<file path="config.mk">
export PLATFORM = sky130hd
export DESIGN_NAME = dvs_ramp_seq
export DESIGN_NICKNAME = d
export VERILOG_FILES = /design/src/rtl/dvs_pkg.sv /design/src/rtl/dvs_target_sel.sv /design/src/rtl/dvs_step_tick.sv /design/src/rtl/dvs_code_stepper.sv /design/src/rtl/dvs_ramp_seq.sv
export SDC_FILE = /design/constraint.sdc
export NUM_CORES = 1
export LEC_CHECK = 0
export BUFFER_PORTS_ARGS = -buffer_cell sky130_fd_sc_hd__buf_2
export CORE_MARGIN = 5
export CORE_UTILIZATION = 61
export DETAILED_ROUTE_END_ITERATION = 10
export PLACE_DENSITY = 0.88
export SETUP_SLACK_MARGIN = 0.2
export SYNTH_ARGS = -nofsm -noshare
export SYNTH_HDL_FRONTEND = slang
export SYNTH_SLANG_ARGS = --single-unit
</file>
<file path="constraint.sdc">
create_clock -name clk -period 11.6 [get_ports clk]
set_clock_uncertainty 0.15 [all_clocks]
set_input_delay 1.16 -clock clk [delete_from_list [all_inputs] [get_ports clk]]
set_output_delay 1.16 -clock clk [all_outputs]
set_load 0.005 [all_outputs]
</file>
<file path="src/rtl/dvs_pkg.sv">
// Package: shared types for the DVS step sequencer.
// Assumes: nothing beyond IEEE 1800-2017.
package dvs_pkg;

    // Direction of the next code step.
    typedef enum logic [1:0] {
        STEP_HOLD = 2'd0,
        STEP_UP   = 2'd1,
        STEP_DOWN = 2'd2
    } step_dir_e;

endpackage

</file>
<file path="src/rtl/dvs_target_sel.sv">
// Module: dvs_target_sel
// Picks the target code from the default and alternate codes. It flags a
// change of the effective selection (scaling enable AND select) for exactly
// one cycle.
// Assumes: a synchronous active-low reset; after reset the selection is
// treated as "default".
module dvs_target_sel #(
    parameter int CODE_W = 8
) (
    input  logic              clk,
    input  logic              rst_n,
    input  logic              scale_en,
    input  logic              sel_alt,
    input  logic [CODE_W-1:0] code_dflt,
    input  logic [CODE_W-1:0] code_alt,
    output logic [CODE_W-1:0] tgt_code,
    output logic              sel_chg
);

    logic eff_sel;
    logic sel_q;

    // Form the effective selection and the target code.
    always_comb begin
        eff_sel  = scale_en & sel_alt;
        tgt_code = eff_sel ? code_alt : code_dflt;
        sel_chg  = eff_sel ^ sel_q;
    end

    // Remember the selection last seen, to detect its edges.
    always_ff @(posedge clk) begin
        if (!rst_n) sel_q <= 1'b0;
        else        sel_q <= eff_sel;
    end

    AST_NO_SEL_WITHOUT_SCALE: assert property (@(posedge clk) disable iff (!rst_n)
        (!scale_en && !$past(scale_en) && !$past(sel_chg)) |-> !sel_chg);

endmodule

</file>
<file path="src/rtl/dvs_step_tick.sv">
// Module: dvs_step_tick
// Step-period prescaler. It raises tick once every div+1 enabled cycles. A
// clear input restarts the count, so the first tick after a clear comes
// div+1 cycles later.
// Assumes: div may change at any time; a count at or above div ticks at once.
module dvs_step_tick #(
    parameter int DIV_W = 16
) (
    input  logic             clk,
    input  logic             rst_n,
    input  logic             clr,
    input  logic [DIV_W-1:0] div,
    output logic             tick
);

    logic [DIV_W-1:0] cnt_q;

    // Decode the tick from the running count.
    always_comb begin
        tick = !clr && (cnt_q >= div);
    end

    // Advance the count; restart it on a clear or a tick.
    always_ff @(posedge clk) begin
        if (!rst_n)          cnt_q <= '0;
        else if (clr | tick) cnt_q <= '0;
        else                 cnt_q <= cnt_q + 1'b1;
    end

    AST_TICK_AFTER_CLEAR: assert property (@(posedge clk) disable iff (!rst_n)
        (clr && div != '0) |=> !tick);

endmodule

</file>
<file path="src/rtl/dvs_code_stepper.sv">
// Module: dvs_code_stepper
// Holds the DAC code and the walk state. A selection change starts a walk.
// During a walk the code moves one step per tick toward the target. Outside
// a walk the code follows the target directly. Disabling the regulator
// aborts the walk and raises the discharge enable.
// Assumes: the target and the selection-change flag come from dvs_target_sel.
module dvs_code_stepper
    import dvs_pkg::*;
#(
    parameter int CODE_W = 8
) (
    input  logic              clk,
    input  logic              rst_n,
    input  logic              reg_on,
    input  logic              sel_chg,
    input  logic              tick,
    input  logic [CODE_W-1:0] tgt_code,
    input  logic [CODE_W-1:0] rst_code,
    output logic [CODE_W-1:0] code_q,
    output logic              ramp_q,
    output logic              pd_q,
    output logic              dis_q
);

    step_dir_e         dir;
    logic [CODE_W-1:0] code_n;
    logic              ramp_n;

    // Choose the step direction from the target and the present code.
    always_comb begin
        if (tgt_code > code_q)      dir = STEP_UP;
        else if (tgt_code < code_q) dir = STEP_DOWN;
        else                        dir = STEP_HOLD;
    end

    // Next code and next walk state.
    always_comb begin
        code_n = code_q;
        ramp_n = 1'b0;
        if (!reg_on) begin
            code_n = tgt_code;
        end else if (sel_chg) begin
            ramp_n = (dir != STEP_HOLD);
        end else if (ramp_q) begin
            if (tick) begin
                case (dir)
                    STEP_UP:   code_n = code_q + 1'b1;
                    STEP_DOWN: code_n = code_q - 1'b1;
                    default:   code_n = code_q;
                endcase
            end
            ramp_n = (code_n != tgt_code);
        end else begin
            code_n = tgt_code;
        end
    end

    // Register the code, the walk flag, the pull-down and the discharge.
    always_ff @(posedge clk) begin
        if (!rst_n) begin
            code_q <= rst_code;
            ramp_q <= 1'b0;
            pd_q   <= 1'b0;
            dis_q  <= 1'b0;
        end else begin
            code_q <= code_n;
            ramp_q <= ramp_n;
            pd_q   <= ramp_n && (tgt_code < code_n);
            dis_q  <= !reg_on;
        end
    end

    AST_SINGLE_STEP: assert property (@(posedge clk) disable iff (!rst_n)
        (ramp_q && $past(ramp_q)) |->
            (code_q == $past(code_q) || code_q == $past(code_q) + 1'b1 ||
             code_q == $past(code_q) - 1'b1));
    AST_PD_NEEDS_BLANK: assert property (@(posedge clk) disable iff (!rst_n)
        pd_q |-> ramp_q);
    AST_OFF_ABORTS: assert property (@(posedge clk) disable iff (!rst_n)
        !reg_on |=> (dis_q && !ramp_q && !pd_q));

endmodule

</file>
<file path="src/rtl/dvs_ramp_seq.sv">
// Module: dvs_ramp_seq (top)
// DVS voltage step sequencer. It combines target selection, the step-period
// prescaler and the code stepper, and drives the DAC code, the fault-blank,
// the pull-down and the discharge enables.
// Assumes: all inputs are synchronous to clk; step_div+1 is the step period
// in cycles.
module dvs_ramp_seq #(
    parameter int CODE_W = 8,
    parameter int DIV_W  = 16
) (
    input  logic              clk,
    input  logic              rst_n,
    input  logic              reg_on,
    input  logic              scale_en,
    input  logic              sel_alt,
    input  logic [CODE_W-1:0] code_dflt,
    input  logic [CODE_W-1:0] code_alt,
    input  logic [DIV_W-1:0]  step_div,
    output logic [CODE_W-1:0] dac_code,
    output logic              flt_blank,
    output logic              pulldn_en,
    output logic              dischg_en
);

    logic [CODE_W-1:0] tgt_code;
    logic              sel_chg;
    logic              tick;
    logic              tick_clr;
    logic              ramp_q;

    dvs_target_sel #(.CODE_W(CODE_W)) u_sel (
        .clk       (clk),
        .rst_n     (rst_n),
        .scale_en  (scale_en),
        .sel_alt   (sel_alt),
        .code_dflt (code_dflt),
        .code_alt  (code_alt),
        .tgt_code  (tgt_code),
        .sel_chg   (sel_chg)
    );

    // Restart the prescaler when no walk runs or a new one begins.
    always_comb begin
        tick_clr = sel_chg | !ramp_q | !reg_on;
    end

    dvs_step_tick #(.DIV_W(DIV_W)) u_tick (
        .clk   (clk),
        .rst_n (rst_n),
        .clr   (tick_clr),
        .div   (step_div),
        .tick  (tick)
    );

    dvs_code_stepper #(.CODE_W(CODE_W)) u_step (
        .clk      (clk),
        .rst_n    (rst_n),
        .reg_on   (reg_on),
        .sel_chg  (sel_chg),
        .tick     (tick),
        .tgt_code (tgt_code),
        .rst_code (code_dflt),
        .code_q   (dac_code),
        .ramp_q   (ramp_q),
        .pd_q     (pulldn_en),
        .dis_q    (dischg_en)
    );

    // The walk flag is the fault-blank output.
    always_comb begin
        flt_blank = ramp_q;
    end

    AST_BLANK_ONLY_WHEN_ON: assert property (@(posedge clk) disable iff (!rst_n)
        $rose(flt_blank) |-> $past(reg_on));

endmodule

</file>
==> results of run 1 <==
-- flip-flops by register name, summed over array words and instances (netlist names) --
signal,cells
u_sel.sel_q,1
u_step.code_q,8
u_step.dis_q,1
u_step.pd_q,1
u_step.ramp_q,1
u_tick.cnt_q,16
-- power by group through the flow --
stage,clock network [mW],logic [mW],registers (mW)
after detailed placement,0,0.150,0.109
after global placement,0,0.143,0.109
final,0.0641,0.153,0.107
after CTS,0.0651,0.151,0.106
after global routing,0.0693,0.169,0.107
after floorplan,0,0.114,0.107
-- cells in the final DEF (no fill, tap or decap), drive strengths merged, types with 2 or more instances in the layout --
cell	Yosys	routed
nand2	19	19
buf	2	48
nand3	9	9
nand2b	3	3
o31ai	2	2
or3	2	2
dfxtp	28	28
nor2b	3	3
a2111oi	3	3
and4	3	3
ha	38	38
o21ai	14	14
xor2	12	12
o21a	2	2
nor2	29	29
o211ai	4	4
a21oi	15	15
a211oi	2	2
and3	11	11
a22oi	7	7
nand4	5	5
xnor2	17	17
a211o	2	2
mux2i	22	22
inv	43	43
nor3	7	7
clkbuf	4	4
-- cell type report --
type,count,area [µm²]
Tap cell,52,65.1
Multi-Input combinational cell,247,1990
Fill cell,341,1280
Timing Repair Buffer,48,243
Inverter,43,161
Sequential cell,28,561
Clock buffer,4,55.1
-- worst max-delay path, cell delays in order --
cell and delay, ns:
buf_2 0.12, nand2_4 0.18, mux2i_1 0.27, inv_1 0.12
ha_1 0.30, nor2b_1 0.14, o211ai_1 0.20, a21oi_1 0.14
nor2_1 0.45, ha_1 0.39, a211o_1 0.36, and4_1 0.21
a2111oi_2 0.36, nand2_1 0.10, mux2i_1 0.13, a22oi_1 0.08
o21ai_0 0.24, ha_1 0.29, nor2b_1 0.13, o21ai_0 0.20
nand2_1 0.08, nor3_1 0.18, a21oi_1 0.10, a211oi_2 0.14
-- metal layers --
| layer | up-vias | track usage, % |
|---|---|---|
| met4 | 0 | 9.79 |
| met2 | 101 | 41.4 |
| met1 | 1140 | 26.0 |
| met3 | 22 | 4.92 |
| li1 | 1237 | - |
| met5 | - | 0 |
-- logic make-up after synthesis --
group	after synthesis	share of synthesized area, %
and+or+nand+nor	95	18.9
AOI/OAI and AO/OA	60	16.4
buffers and inverters	49	7.03
adders and majority gates	39	18.1
xor gates and xnor gates	30	10.4
DFF	28	20.4
muxes	23	8.72
-- worst max-delay path by stage --
| stage | start | endpoint |
|---|---|---|
| global placement | scale_en | u_step.pd_q$_SDFF_PN0_ |
| global route | scale_en | u_step.pd_q$_SDFF_PN0_ |
| finish | scale_en | u_step.pd_q$_SDFF_PN0_ |
| floorplan | scale_en | u_step.pd_q$_SDFF_PN0_ |
| CTS | scale_en | u_step.pd_q$_SDFF_PN0_ |
| detailed placement | scale_en | u_step.pd_q$_SDFF_PN0_ |
-- through the flow --
step	area (µm²)	utilization (%)
final	3070	70.6
after global placement	3020	69.3
after global routing	3070	70.6
after detailed placement	3020	69.3
after CTS	3070	70.6
after floorplan	2740	-
==> reports/metrics.cfg, run 1 <==
[route]
drc=0
post_drt_wl_per_cell_um=16.0
ant_nets=0
drt_iter0_markers=189
firstDrtPassIters=4
wl_met1_mm=2.72
wl_met3_um=537
wl_met2_mm=3.29
via_per_inst=5.92
dr.max_layer_used=met4
vias=2500
wirelength_mm=6.74

[critical_path]
path_max_fanout=10
endpoint_kind=flop
worstPathArrival_ns=6.05
required_ns=11.66
r2r-start=u_step.code_q[1]$_DFF_P_
r2r_end=u_step.pd_q$_SDFF_PN0_
worstSetupStartpointType=input port
crit_type=in2reg
ff2ff_path_depth=21
r2r_slack_ns=6.62

[placed_design]
dpl.hpwl_mm=5.38
dp_cells=418
numPortBuffers=47
dp_slack_ns=5.33
place.gp.congestion=0.906

[run_status]
outcome=finished, final reports clean

[power]
p_int_mw=0.200
p_total_mw=0.324
netSwitchingPower_mw=0.123
p_per_area_nw_per_um2=105
ir_drop_uv=86.9
p_leak_nw=1.55
combinationalPowerShare_pct=47.2
clock_power_share_pct=19.8
pwr-share-seq_pct=32.9
power_switching_share_pct=38.1

[sta]
rsz0062_at_grt=false
fin_crit_sh_pct=51.6
hold_viol=0
fin_crit_ns=5.99
tightest_slew_ns=0.810
max_freq_ghz=0.167
max_slew_margin_pct=45.6
setup_tns_ns=0
setup_violations=0
slew_viol_final=0
whs_ns=0.335
worst_slack_ns=5.61

[cts]
clock_path_buffers=2
cts_buffers=3
post_cts_resized=0
cts.sinks=28
clock_latency_ns=0.29
cts_hold_buf=0
cts_tree=done
root_buffer=clkbuf_8
cts_htree_levels=1
path_clk_slew_ns=0.10
cts_setup_buffers=0

[yosys]
synth_warnings=0
async_flop_share_pct=0
ys_ff_latch=28
postSynthCellCount=324
synth_edf_count=0
ys.flop_type=dfxtp_1
yosysTopAreaCell=dfxtp_1
synth.most_common_cell=inv_1
yosysSeqAreaShare_pct=20.4
synth_top_area_share_pct=20.4
syn_nets=400
synth_cell_type_count=57
syn_area_um2=2740
syn_area_per_cell_um2=8.46
synth_commonest_cells=43 x inv_1, 38 x ha_1, 29 x nor2_1
synthTopCellsByArea=dfxtp_1 20%, ha_1 17%, mux2i_1 7.7%

[finish]
insertedDiodeCount=0
syn_to_final_growth_pct=12.1
final_layout_size_suffix_gt1_share_pct=19.5
num-nets-final=447
final-instance-count-excl-fill=422

[global_routing]
grt_pass1_vias=2632
antenna_found_initial=0
grt_max_degree=17
overflow=0
track_usage_pct=23.1
grt_pass1_wl_mm=11.4

[hold_path]
hold_class=reg2reg
worst_hold_path.endpoint=u_tick.cnt_q[0]$_SDFF_PP0_
whs_path_depth=1
hp-start=u_tick.cnt_q[0]$_SDFF_PP0_

[floorplanning]
coreArea_um2=4350
die_height_um=77.0
initial_core_util_pct=63.0
die-area_um2=5930
io_pins=48
die_w_um=77.0
fp-row-count=24

[job]
cap_violations=0

No activity file was read; power rests on OpenSTA's default activity.
==> run 2, diff against run 1 <==
--- a/config.mk
+++ b/config.mk
@@ -7,9 +7,9 @@
 export LEC_CHECK = 0
 export BUFFER_PORTS_ARGS = -buffer_cell sky130_fd_sc_hd__buf_2
 export CORE_MARGIN = 5
-export CORE_UTILIZATION = 61
+export CORE_UTILIZATION = 52
 export DETAILED_ROUTE_END_ITERATION = 10
-export PLACE_DENSITY = 0.88
+export PLACE_DENSITY = 0.8
 export SETUP_SLACK_MARGIN = 0.2
 export SYNTH_ARGS = -nofsm -noshare
 export SYNTH_HDL_FRONTEND = slang
==> constraint.sdc (replaced) <==
create_clock -name clk -period 5.5 [get_ports clk]
set_clock_uncertainty 0.15 [all_clocks]
set_input_delay 0.55 -clock clk [delete_from_list [all_inputs] [get_ports clk]]
set_output_delay 0.55 -clock clk [all_outputs]
set_load 0.005 [all_outputs]
==> reports/metrics.cfg, run 2 (same netlist as run 1, synthesis figures left out) <==
[run_status]
outcome=finished, final reports clean

[global_routing]
antenna_found_initial=0
grt_pass1_vias=2490
track_usage_pct=21.0
grt_pass1_wl_mm=11.2
grt_max_degree=17
overflow=0

[sta]
max_slew_margin_pct=46.8
max_freq_ghz=0.197
setup_violations=0
slew_viol_final=0
tightest_slew_ns=0.797
hold_viol=0
rsz0062_at_grt=false
fin_crit_ns=5.06
fin_crit_sh_pct=92.1

[finish]
layout_commonest_cell=buf_2
regMostFlops=u_tick.cnt_q
num-nets-final=453
insertedDiodeCount=0
largest_reg_flops=16
final_cell_mix=47 x buf_2, 43 x inv_1, 38 x ha_1
top_regs=u_tick.cnt_q x16, u_step.code_q x8
final_core_util_pct=62.7
final_layout_size_suffix_gt1_share_pct=22.1
syn_to_final_growth_pct=16.8

[hold_path]
hp-start=code_dflt[4]
hold_class=in2reg
whs_path_depth=3
worst_hold_path.endpoint=u_step.code_q[4]$_DFF_P_

[floorplanning]
die_w_um=82.6
die_height_um=82.6
fp-row-count=26
coreArea_um2=5110
initial_core_util_pct=53.7
io_pins=48
die-area_um2=6820

[cts]
cts_buffers=3
cts.sinks=28
root_buffer=clkbuf_8
cts_tree=done
clock_path_buffers=2
clock_latency_ns=0.29
cts_htree_levels=1
path_clk_slew_ns=0.12

[route]
drc=0
via_per_inst=5.59
post_drt_wl_per_cell_um=15.5
vias=2492
drt_iter0_markers=214
ant_nets=0
firstDrtPassIters=4
wirelength_mm=6.90

[power]
ir_drop_uv=199
p_leak_nw=1.59
p_per_area_nw_per_um2=233
p_total_mw=0.745

[critical_path]
r2r_slack_ns=0.77
slowest_delay_ns=0.43
required_ns=5.57
path_delay_family=compound AO/OA/AOI/OAI gates
crit_type=in2reg
path_buf_inv=2
r2r-start=u_step.code_q[1]$_DFF_P_
r2r_end=u_step.pd_q$_SDFF_PN0_
worstSetupStartpointType=input port
crit_path_start=scale_en
crit_chain=buf_2 > nand2_8 > mux2i_2 > inv_1 > ha_1 > nor2b_2 > o211ai_1 > a21oi_2 > nor2_4 > fa_1 > a211o_1 > and4_1 > a2111oi_4 > nand2_1 > mux2i_1 > a22oi_1 > o21ai_1 > ha_1 > nor2b_1 > o21ai_1 > nand2_1 > nor3_1 > a21oi_1 > a211oi_2
cp_slowest_cell=fa_1
ff2ff_path_depth=21
endpoint_kind=flop
path_max_fanout=10
worstPathArrival_ns=5.13

[placed_design]
dpl.hpwl_mm=5.45
place.gp.congestion=0.882
numPortBuffers=47

[job]
cap_violations=0

-- run 2: tightest hold or removal path: cells and delay by family --
| kind | cells | cell delay, ns |
|---|---|---|
| buf+inv | 2 | 0.14 |
| mux | 1 | 0.05 |
-- run 2: how the worst max path moves through the flow --
stage,endpoint,slack (ns),cells past startpoint
CTS,u_step.pd_q$_SDFF_PN0_,0.20,24
detailed placement,u_step.pd_q$_SDFF_PN0_,-0.19,24
floorplan,u_step.pd_q$_SDFF_PN0_,0.55,23
finish,u_step.pd_q$_SDFF_PN0_,0.44,24
global placement,u_step.pd_q$_SDFF_PN0_,0.12,24
global route,u_step.pd_q$_SDFF_PN0_,0.17,24
-- run 2: per-layer routing --
layer / global-route usage (%) / share of wire [%]
met5: 0 / 0
met2: 38.1 / 51
met4: 6.21 / 2.3
met1: 25.2 / 40
met3: 3.69 / 6.5
-- run 2: final cells by class --
class	instances	area (µm²)
flip-flops and latches	28	561
clock inverters	1	30.0
well taps	70	87.6
fillers	470	1910
repair buffers	54	288
inverters	43	161
clock buffers	3	41.3
multi-input cells	247	2030
-- run 2: repair_timing --
item | 4_1_cts | 5_1_grt
gates resized for setup | 1 | 10
pin swaps | 0 | 2
buffers inserted | 0 | 0
endpoints found under the setup margin | 1 | 1
hold buffers | 0 | 0
-- run 2: metrics by stage --
stage	TNS, ns	hold WS [ns]	instances	worst slack, ns	cell area, µm²
detailed placement	-0.187	0.319	442	-0.187	3090
floorplan	0	0.287	324	0.554	2740
global route	0	0.351	446	0.172	3200
finish	0	0.339	446	0.436	3200
CTS	0	0.344	446	0.203	3160
global placement	0	0.306	442	0.124	3090
-- run 2: power by group --
part           internal (mW)  switching, mW
Clock                 0.0978         0.0782
Sequential             0.211         0.0126
Combinational          0.161          0.185
Total                  0.470          0.276
